===== config.mk =====
export PLATFORM = sky130hd
export DESIGN_NAME = i2c_hub_repeater
export DESIGN_NICKNAME = d
export VERILOG_FILES = /design/src/rtl/hub_pkg.sv /design/src/rtl/hub_sync.sv /design/src/rtl/hub_line_ctrl.sv /design/src/rtl/hub_en_qual.sv /design/src/rtl/i2c_hub_repeater.sv
export SDC_FILE = /design/constraint.sdc
export NUM_CORES = 1
export LEC_CHECK = 0
export BUFFER_PORTS_ARGS = -buffer_cell sky130_fd_sc_hd__buf_2
export CAP_MARGIN = 20
export CELL_PAD_IN_SITES_DETAIL_PLACEMENT = 1
export CELL_PAD_IN_SITES_GLOBAL_PLACEMENT = 2
export CORE_UTILIZATION = 30
export DETAILED_ROUTE_END_ITERATION = 12
export PLACE_DENSITY_LB_ADDON = 0.1
export SYNTH_ARGS = -nofsm -noshare
export SYNTH_HDL_FRONTEND = slang
export SYNTH_SLANG_ARGS = --single-unit

===== constraint.sdc =====
create_clock -name clk -period 2.7 [get_ports clk]
set_input_delay 0.27 -clock clk [delete_from_list [all_inputs] [get_ports clk]]
set_output_delay 0.27 -clock clk [all_outputs]
set_load 0.02 [all_outputs]

===== src/rtl/hub_pkg.sv =====
package hub_pkg;

    localparam int unsigned HUB_PORTS    = 5;
    localparam int unsigned HUB_IDXW     = $clog2(HUB_PORTS);
    localparam int unsigned HUB_SYNC_DEF = 2;

    typedef logic [HUB_PORTS-1:0] port_vec_t;
    typedef logic [HUB_IDXW-1:0]  port_idx_t;

    typedef enum logic [1:0] {
        LINE_FREE  = 2'd0,
        LINE_OWNED = 2'd1,
        LINE_HOLD  = 2'd2
    } line_state_e;

    typedef struct packed {
        line_state_e state;
        port_idx_t   idx;
    } line_ctx_t;

    function automatic port_idx_t lowest_port(port_vec_t v);
        port_idx_t r;
        r = '0;
        for (int i = HUB_PORTS - 1; i >= 0; i--) begin
            if (v[i]) r = port_idx_t'(i);
        end
        return r;
    endfunction

    function automatic port_vec_t port_bit(port_idx_t i);
        return port_vec_t'(1) << i;
    endfunction

    function automatic port_vec_t below_mask(port_idx_t i);
        return port_bit(i) - port_vec_t'(1);
    endfunction

endpackage


===== src/rtl/hub_sync.sv =====
module hub_sync #(
    parameter int unsigned WIDTH  = 10,
    parameter int unsigned STAGES = 2
) (
    input  logic             clk,
    input  logic             rst,
    input  logic [WIDTH-1:0] d,
    output logic [WIDTH-1:0] q
);
    logic [WIDTH-1:0] stg [STAGES];

    always_ff @(posedge clk) begin
        if (rst) begin
            for (int s = 0; s < int'(STAGES); s++) stg[s] <= '1;
        end else begin
            stg[0] <= d;
            for (int s = 1; s < int'(STAGES); s++) stg[s] <= stg[s-1];
        end
    end

    assign q = stg[STAGES-1];
endmodule


===== src/rtl/hub_line_ctrl.sv =====
module hub_line_ctrl
    import hub_pkg::*;
#(
    parameter int unsigned HOLD_CYC = 3
) (
    input  logic      clk,
    input  logic      rst,
    input  port_vec_t lvl,
    input  port_vec_t en,
    output port_vec_t drive,
    output logic      busy
);
    localparam int unsigned CNTW = $clog2(HOLD_CYC + 1);

    line_ctx_t        ctx_q, ctx_d;
    port_vec_t        mask_q, mask_d;
    logic [CNTW-1:0]  cnt_q, cnt_d;
    port_vec_t        pulling, eligible;

    assign pulling  = en & ~lvl;
    assign eligible = (ctx_q.state == LINE_HOLD) ? (pulling & ~mask_q) : pulling;
    assign drive    = (ctx_q.state == LINE_OWNED) ? (en & ~port_bit(ctx_q.idx)) : '0;
    assign busy     = (ctx_q.state != LINE_FREE);

    always_comb begin
        ctx_d  = ctx_q;
        mask_d = mask_q;
        cnt_d  = cnt_q;
        unique case (ctx_q.state)
            LINE_FREE: begin
                if (|eligible) begin
                    ctx_d.state = LINE_OWNED;
                    ctx_d.idx   = lowest_port(eligible);
                end
            end
            LINE_OWNED: begin
                if (lvl[ctx_q.idx] || !en[ctx_q.idx]) begin
                    ctx_d.state = LINE_HOLD;
                    mask_d      = drive;
                    cnt_d       = CNTW'(HOLD_CYC);
                end
            end
            LINE_HOLD: begin
                if (|eligible) begin
                    ctx_d.state = LINE_OWNED;
                    ctx_d.idx   = lowest_port(eligible);
                    cnt_d       = '0;
                end else if (cnt_q <= CNTW'(1)) begin
                    ctx_d.state = LINE_FREE;
                    cnt_d       = '0;
                end else begin
                    cnt_d = cnt_q - CNTW'(1);
                end
            end
            default: begin
                ctx_d.state = LINE_FREE;
            end
        endcase
    end

    always_ff @(posedge clk) begin
        if (rst) begin
            ctx_q  <= '{state: LINE_FREE, idx: '0};
            mask_q <= '0;
            cnt_q  <= '0;
        end else begin
            ctx_q  <= ctx_d;
            mask_q <= mask_d;
            cnt_q  <= cnt_d;
        end
    end

    // a free line with a LOW on an enabled port is owned next cycle
    assert_claim_R2: assert property (@(posedge clk) disable iff (rst)
        (ctx_q.state == LINE_FREE && (|pulling)) |=> (ctx_q.state == LINE_OWNED));

    // no lower-numbered port was pulling when ownership was taken
    assert_lowest_wins_R6: assert property (@(posedge clk) disable iff (rst)
        (ctx_q.state == LINE_FREE && (|pulling)) |=>
        (($past(pulling) & below_mask(ctx_q.idx)) == '0));

    // owner keeps the line while its input stays LOW
    assert_owner_kept_R10: assert property (@(posedge clk) disable iff (rst)
        (ctx_q.state == LINE_OWNED && !lvl[ctx_q.idx] && en[ctx_q.idx]) |=>
        (ctx_q.state == LINE_OWNED && $stable(ctx_q.idx)));

    // owner HIGH again means every drive is off next cycle
    assert_release_R4: assert property (@(posedge clk) disable iff (rst)
        (ctx_q.state == LINE_OWNED && lvl[ctx_q.idx]) |=> (drive == '0));
endmodule


===== src/rtl/hub_en_qual.sv =====
module hub_en_qual
    import hub_pkg::*;
(
    input  logic                 clk,
    input  logic                 rst,
    input  logic [HUB_PORTS-2:0] req,
    input  port_vec_t            sda_lvl,
    input  port_vec_t            scl_lvl,
    input  logic                 sda_busy,
    input  logic                 scl_busy,
    output port_vec_t            eff
);
    logic [HUB_PORTS-2:0] eff_q, upd;
    logic                 bus_idle;

    assign eff = {eff_q, 1'b1};

    assign bus_idle = !sda_busy && !scl_busy &&
                      (&(sda_lvl | ~eff)) && (&(scl_lvl | ~eff));

    for (genvar p = 1; p < HUB_PORTS; p++) begin : g_upd
        assign upd[p-1] = bus_idle & sda_lvl[p] & scl_lvl[p];
    end

    always_ff @(posedge clk) begin
        if (rst) eff_q <= '0;
        else     eff_q <= (eff_q & ~upd) | (req & upd);
    end

    // effective enables are frozen while the bus is not idle
    assert_en_frozen_R9: assert property (@(posedge clk) disable iff (rst)
        !bus_idle |=> $stable(eff_q));
endmodule


===== src/rtl/i2c_hub_repeater.sv =====
module i2c_hub_repeater
    import hub_pkg::*;
#(
    parameter int unsigned SYNC_STAGES = HUB_SYNC_DEF,
    parameter int unsigned HOLD_CYC    = SYNC_STAGES + 1
) (
    input  logic                 clk,
    input  logic                 rst,
    input  logic [HUB_PORTS-1:0] sda_in,
    input  logic [HUB_PORTS-1:0] scl_in,
    input  logic [HUB_PORTS-2:0] port_en_req,
    output logic [HUB_PORTS-1:0] sda_pull,
    output logic [HUB_PORTS-1:0] scl_pull
);
    localparam int unsigned NLINES = 2;

    logic [NLINES*HUB_PORTS-1:0] raw_lvl, syn_lvl;
    port_vec_t                   lvl_arr [NLINES];
    port_vec_t                   drv_arr [NLINES];
    logic [NLINES-1:0]           busy;
    port_vec_t                   eff;

    assign raw_lvl = {scl_in, sda_in};

    hub_sync #(.WIDTH(NLINES*HUB_PORTS), .STAGES(SYNC_STAGES)) u_sync (
        .clk (clk),
        .rst (rst),
        .d   (raw_lvl),
        .q   (syn_lvl)
    );

    for (genvar l = 0; l < NLINES; l++) begin : g_line
        assign lvl_arr[l] = syn_lvl[l*HUB_PORTS +: HUB_PORTS];
        hub_line_ctrl #(.HOLD_CYC(HOLD_CYC)) u_ctrl (
            .clk   (clk),
            .rst   (rst),
            .lvl   (lvl_arr[l]),
            .en    (eff),
            .drive (drv_arr[l]),
            .busy  (busy[l])
        );
    end

    hub_en_qual u_qual (
        .clk      (clk),
        .rst      (rst),
        .req      (port_en_req),
        .sda_lvl  (lvl_arr[0]),
        .scl_lvl  (lvl_arr[1]),
        .sda_busy (busy[0]),
        .scl_busy (busy[1]),
        .eff      (eff)
    );

    assign sda_pull = drv_arr[0];
    assign scl_pull = drv_arr[1];

    // a port without effective enable is never driven
    assert_disabled_quiet_R7: assert property (@(posedge clk) disable iff (rst)
        ((sda_pull | scl_pull) & ~eff) == '0);
endmodule


After elaboration in Yosys (flattened, before gate mapping)
Memories as Yosys holds them, arrays and structs flattened.
Cells that the tools add are included.
{"block": "op_classes", "n_eq_ne": 12, "n_mux": 49, "n_reduce_logical": 29, "n_lt_le_gt_ge": 4, "n_bitwise": 29, "shifts": 2, "addsub": 2}
{"op": "$mux W3", "n": 12}
{"op": "$not A5 Y5", "n": 7}
{"op": "$and A5 B5 Y5", "n": 6}
{"op": "$mux W5", "n": 6}
{"op": "$mux W2", "n": 12}
{"op": "$mux W10", "n": 2}
{"op": "$bmux W1 S3", "n": 4}
{"op": "$pmux W2 S3", "n": 2}
{"op": "$pmux W3 S2", "n": 2}
{"op": "$reduce_and A3 Y1", "n": 4}
{"op": "$reduce_bool A2 Y1", "n": 6}
{"op": "$or A5 B5 Y5", "n": 2}
{"op": "$reduce_and A5 Y1", "n": 2}
{"op": "$reduce_or A5 Y1", "n": 2}
{"op": "$shl A1 B3 Y5 const A", "n": 2}
{"op": "$and A1 B1 Y1", "n": 8}
{"op": "$and A4 B4 Y4", "n": 2}
{"op": "$lt A3 B4 Y1 const B", "n": 2}
{"op": "$ne A2 B2 Y1 const B", "n": 4}
{"op": "$pmux W2 S2", "n": 2}
{"op": "$reduce_and A2 Y1", "n": 4}
{"op": "$mux W1", "n": 7}
{"op": "$ne A3 B3 Y1 const B", "n": 2}
{"op": "$eq A2 B1 Y1 const B", "n": 2}
{"op": "other kinds (11)", "n": 23}
{"block": "word_totals", "memories": 1, "word_cells": 137, "register_bits": 28, "output_inout_bits": 10, "ram_bits": 20, "in_bits": 16}
{"memory": "u_sync.stg", "words": 2, "width": 10, "rd": 2, "rd_ports_with_merged_regs": 0, "wr": 2, "line": "hub_sync.sv:10", "source": "logic [WIDTH-1:0] stg [STAGES];"}

Logic depth before layout (Yosys ltp)
An unclocked memory read counts as a cell.
{"block": "depth", "word_depth": 12, "ltp_mapped": 6, "mapped_depth_nobuf": 5}

Modules after synthesis
Synthesis repeated with hierarchy kept, for this count alone.
{"block": "hier_totals", "hier_cells": 266, "hier_area_um2": 2446.1}
{"module": "hub_line_ctrl", "seq_area_each_um2": 240.2, "cells_each": 91, "area_each_um2": 775.7, "n_inst": 2}
{"module": "hub_sync", "seq_area_each_um2": 400.4, "cells_each": 52, "area_each_um2": 623.1, "n_inst": 1}
{"module": "hub_en_qual", "seq_area_each_um2": 80.1, "cells_each": 32, "area_each_um2": 271.5, "n_inst": 1}

Worst setup path before layout
Ideal clock, no wire load.
{"block": "synth_path", "path_type": "register to register", "startpoint": "register g_line[0].u_ctrl.ctx_q[0] (netlist name)", "endpoint": "register g_line[0].u_ctrl.mask_q[1]", "required_time_ns": 2.585, "arrival_ns": 1.900, "period_less_slack_ns": 2.015, "n_path_buf": 1, "setup_slack_ns": 0.685, "setup_time_ns": 0.115, "path_stages_with_launch": 7, "cell_sequence": "dfxtp_1 -> buf_6 -> or4b_1 -> a222oi_1 -> o32ai_2 -> mux2i_1 -> and2_1"}
{"block": "synth_between", "elab_chain_len": 5, "word_cells_on_any_way": 11, "classes_between": "shift (1); mux (5); bitwise (2); reduce/logical (3)"}
{"element": "start: declaration", "line": "hub_line_ctrl.sv:15", "source": "line_ctx_t ctx_q, ctx_d;"}
{"element": "start signal: assignment", "line": "hub_line_ctrl.sv:63", "source": "ctx_q <= '{state: LINE_FREE, idx: '0};"}
{"element": "start signal: assignment", "line": "hub_line_ctrl.sv:67", "source": "ctx_q <= ctx_d;"}
{"element": "$bmux W1 S3", "line": "hub_line_ctrl.sv:37", "source": "if (lvl[ctx_q.idx] || !en[ctx_q.idx]) begin"}
{"element": "$mux W1 (not written as such)", "line": "hub_line_ctrl.sv:37"}
{"element": "$logic_not A1 Y1", "line": "hub_line_ctrl.sv:37"}
{"element": "$logic_or A1 B1 Y1", "line": "hub_line_ctrl.sv:37"}
{"element": "$reduce_and A2 Y1 (no line)"}
{"element": "end signal: assignment", "line": "hub_line_ctrl.sv:68", "source": "mask_q <= mask_d;"}
{"element": "end: declaration", "line": "hub_line_ctrl.sv:16", "source": "port_vec_t mask_q, mask_d;"}
Several ways; a longest one is shown, not always the timed one. The select of a mux whose other input is x is not followed.
A chain may end at the register's enable or synchronous reset.

Worst setup path after layout
{"block": "layout_path", "startpoint": "register g_line[0].u_ctrl.ctx_q[1] (netlist name)", "endpoint": "register g_line[0].u_ctrl.mask_q[1]"}
Same word-level chain as after synthesis.

==> results.ini <==
[yosys]
synth-seq-cells = 48
yosysWarnings = 0
netlist_area_sq_um = 2200
synth_nets = 269
synth_edf_count = 0
syn_inst = 253
synthFlopType = dfxtp_1
syn_avg_cell_area_sq_um = 8.69
ys_async_sr_fraction_pct = 0
ys_seq_area_share_pct = 43.7
synth.distinct_cells = 41

[floorplan]
die_h_um = 87.6
row_count = 30
die_x_um = 87.6
die-area_sq_um = 7670
ioPinCount = 26
fp.coreArea_sq_um = 6940
start_util_pct = 31.7

[drt]
ant_nets = 0
wl_per_cell_um = 15.4
viasPerCell = 5.02
wl_um = 5740
drt_iter0_drc = 118
drc = 0
vias = 1867
drt_pass1_iterations = 4

[sta]
maxClockFrequency_mhz = 447
min_period_ps = 2240
worstMarginPinSlew_ps = 815
post-route-period-util_pct = 82.8
relSlewSlack_pct = 45.7
hold_violations = 0
setup_violations = 0
final_max_slew_viol_count = 0
finClkSkew_ps = 14.2
fin_setup_tns_ps = 0
setup_slack_ps = 464
grt_setup_unrepaired = no

[critical_path]
r2r_slack_ps = 460
cp_slowest_cell = or4b_1
crit_start = g_line[0].u_ctrl.ctx_q[1]
ff2ff_path_depth = 5
rr_startpoint = g_line[0].u_ctrl.ctx_q[1]
max_stage_delay_ps = 540
critPathArrivalTime_ps = 2440
cp-end-kind = register
path_class = reg -> reg
reg2reg_to = g_line[0].u_ctrl.mask_q[1]
critPathLaunchType = register
path_max_fanout = 12
path_cells = or4b_1 -> a222oi_1 -> o32ai_2 -> mux2i_1 -> and2_1
required_ps = 2900

[cts]
cts_sinks = 48
cts_buffer_depth = 2
clkTransAtPathRegs_ps = 90
clkLatencyLatePin_ps = 310
htreeDepth = 2
cts_buffers = 5
post_cts_buffers = 0
clockRootBuffer = clkbuf_8
cts_resized = 0
cts_hold_buffers = 0
cts_tree = done

[place]
pre_cts_ws_ps = 482
gp_congestion = 0.760
dp_hpwl_um = 4140
numPortBuffers = 25

[pwr]
vdd_drop_max_mv = 0.255
p_leak_uw = 0.000974
powerDensity_nw_per_um2 = 627

[job]
drv_cap = 0

[cells_and_area]
antennaDiodeCount = 0
fillCellCount = 847
final_common_cell = dfxtp_1
nets = 292
area_delta_synth_final_pct = 14.5
drive_gt1_share_pct = 21.4
layout_common_cells = dfxtp_1, nor2_1, buf_2

[min_path]
min_to = u_sync.stg[0][5]
min_path_type = in -> reg
min-delay-start = scl_in[0]
min_path_cells = 2

[grt]
antenna_found_initial = 0
grt-ovfl-total = 0
track_usage_pct = 16.3
grt_pass1_vias = 1770
grt_start_max_net_pins = 34
grt_first_pass_wirelength_um = 9490

[status]
status = complete, no violations

[metal layers]
| metal | routed length [um] | GRT usage (%) | up-vias |
|---|---|---|---|
| met2 | 2360 | 23.4 | 30 |
| met5 | 0 | 0 | - |
| met3 | 169 | 2.83 | 9 |
| met1 | 3100 | 24.1 | 884 |
| li1 | - | - | 944 |
| met4 | 107 | 6.56 | 0 |
[registers in the layout (all words and copies together) (netlist names), named ones only]
| name | count |
|---|---|
| g_line.u_ctrl.cnt_q | 4 |
| u_sync.stg | 20 |
| g_line.u_ctrl.ctx_q | 10 |
| g_line.u_ctrl.mask_q | 10 |
[worst max-delay path: cells and delay by family (launching register included)]
family	cells	cell delay, ps
flops	1	440
compound gates	2	790
simple gates	2	720
mux	1	180
[area by class of cell]
type,instances,area (sq um),share of cell area [%]
clock inverters,2,60.1,2.39
clock buffers,5,68.8,2.73
repair buffers,26,133,5.27
multi-input cells,189,1150,45.7
flip-flops and latches,48,961,38.2
well taps,96,120,4.77
inverters,6,22.5,0.895
[through the flow]
| stage | hold slack (ps) | instance area, sq um | std cells | total power, uW | utilization (%) |
|---|---|---|---|---|---|
| 3_3_place_gp | 393 | 2390 | 365 | 982 | 34.4 |
| 3_5_place_dp | 395 | 2390 | 365 | 983 | 34.4 |
| 2_1_floorplan | 374 | 2200 | 253 | 923 | - |
| 6_report | 151 | 2520 | 372 | 1580 | 36.2 |
| 5_1_grt | 141 | 2520 | 372 | 1650 | 36.2 |
| 4_1_cts | 142 | 2520 | 372 | 1590 | 36.2 |
[Yosys cell counts (3+ instances only)]
library cell / number / share of area (%)
a21oi_1: 23 / 5.2
a31oi_1: 5 / 1.4
and2_1: 4 / 1.1
and3_1: 3 / 0.85
and3b_1: 4 / 1.6
buf_6: 3 / 1.5
clkbuf_1: 6 / 1.0
dfxtp_1: 48 / 44
inv_1: 6 / 1.0
mux2i_1: 11 / 5.0
nand2_1: 14 / 2.4
nand2b_1: 11 / 3.1
nand3_1: 8 / 1.8
nand4_1: 3 / 0.85
nor2_1: 28 / 4.8
nor2b_1: 3 / 0.85
nor3_1: 6 / 1.4
nor4_1: 6 / 1.7
o21ai_0: 9 / 2.0
o41ai_1: 3 / 1.2
or2_2: 20 / 5.7
or2b_1: 3 / 1.0
or3_1: 3 / 0.85
[how the worst max path moves through the flow]
stage	slack, ps	cells past startpoint	to
after detailed placement	480	5	g_line[0].u_ctrl.mask_q[1]
after CTS	470	5	g_line[0].u_ctrl.mask_q[1]
after global placement	560	5	g_line[0].u_ctrl.mask_q[1]
final	460	5	g_line[0].u_ctrl.mask_q[1]
after floorplan	690	6	g_line[0].u_ctrl.mask_q[1]
after global routing	260	5	g_line[0].u_ctrl.mask_q[1]
[power by group]
| group | internal, uW | switching (uW) | total, uW | leakage [uW] |
|---|---|---|---|---|
| Clock | 365 | 246 | 610 | 0.0000642 |
| Sequential | 743 | 41.9 | 785 | 0.000393 |
| Combinational | 79.5 | 102 | 181 | 0.000516 |
| Total | 1190 | 389 | 1580 | 0.000974 |
[kinds of logic (layout without fill, tap and decap cells)]
group | count (synthesis) | after routing | share of synthesized area, %
compound gates | 53 | 53 | 15.4
buf+inv | 16 | 39 | 3.93
flops | 48 | 48 | 43.7
mux | 13 | 13 | 6.03
simple gates | 123 | 123 | 31.0
Note: power is estimated with default switching activity, not from simulation.
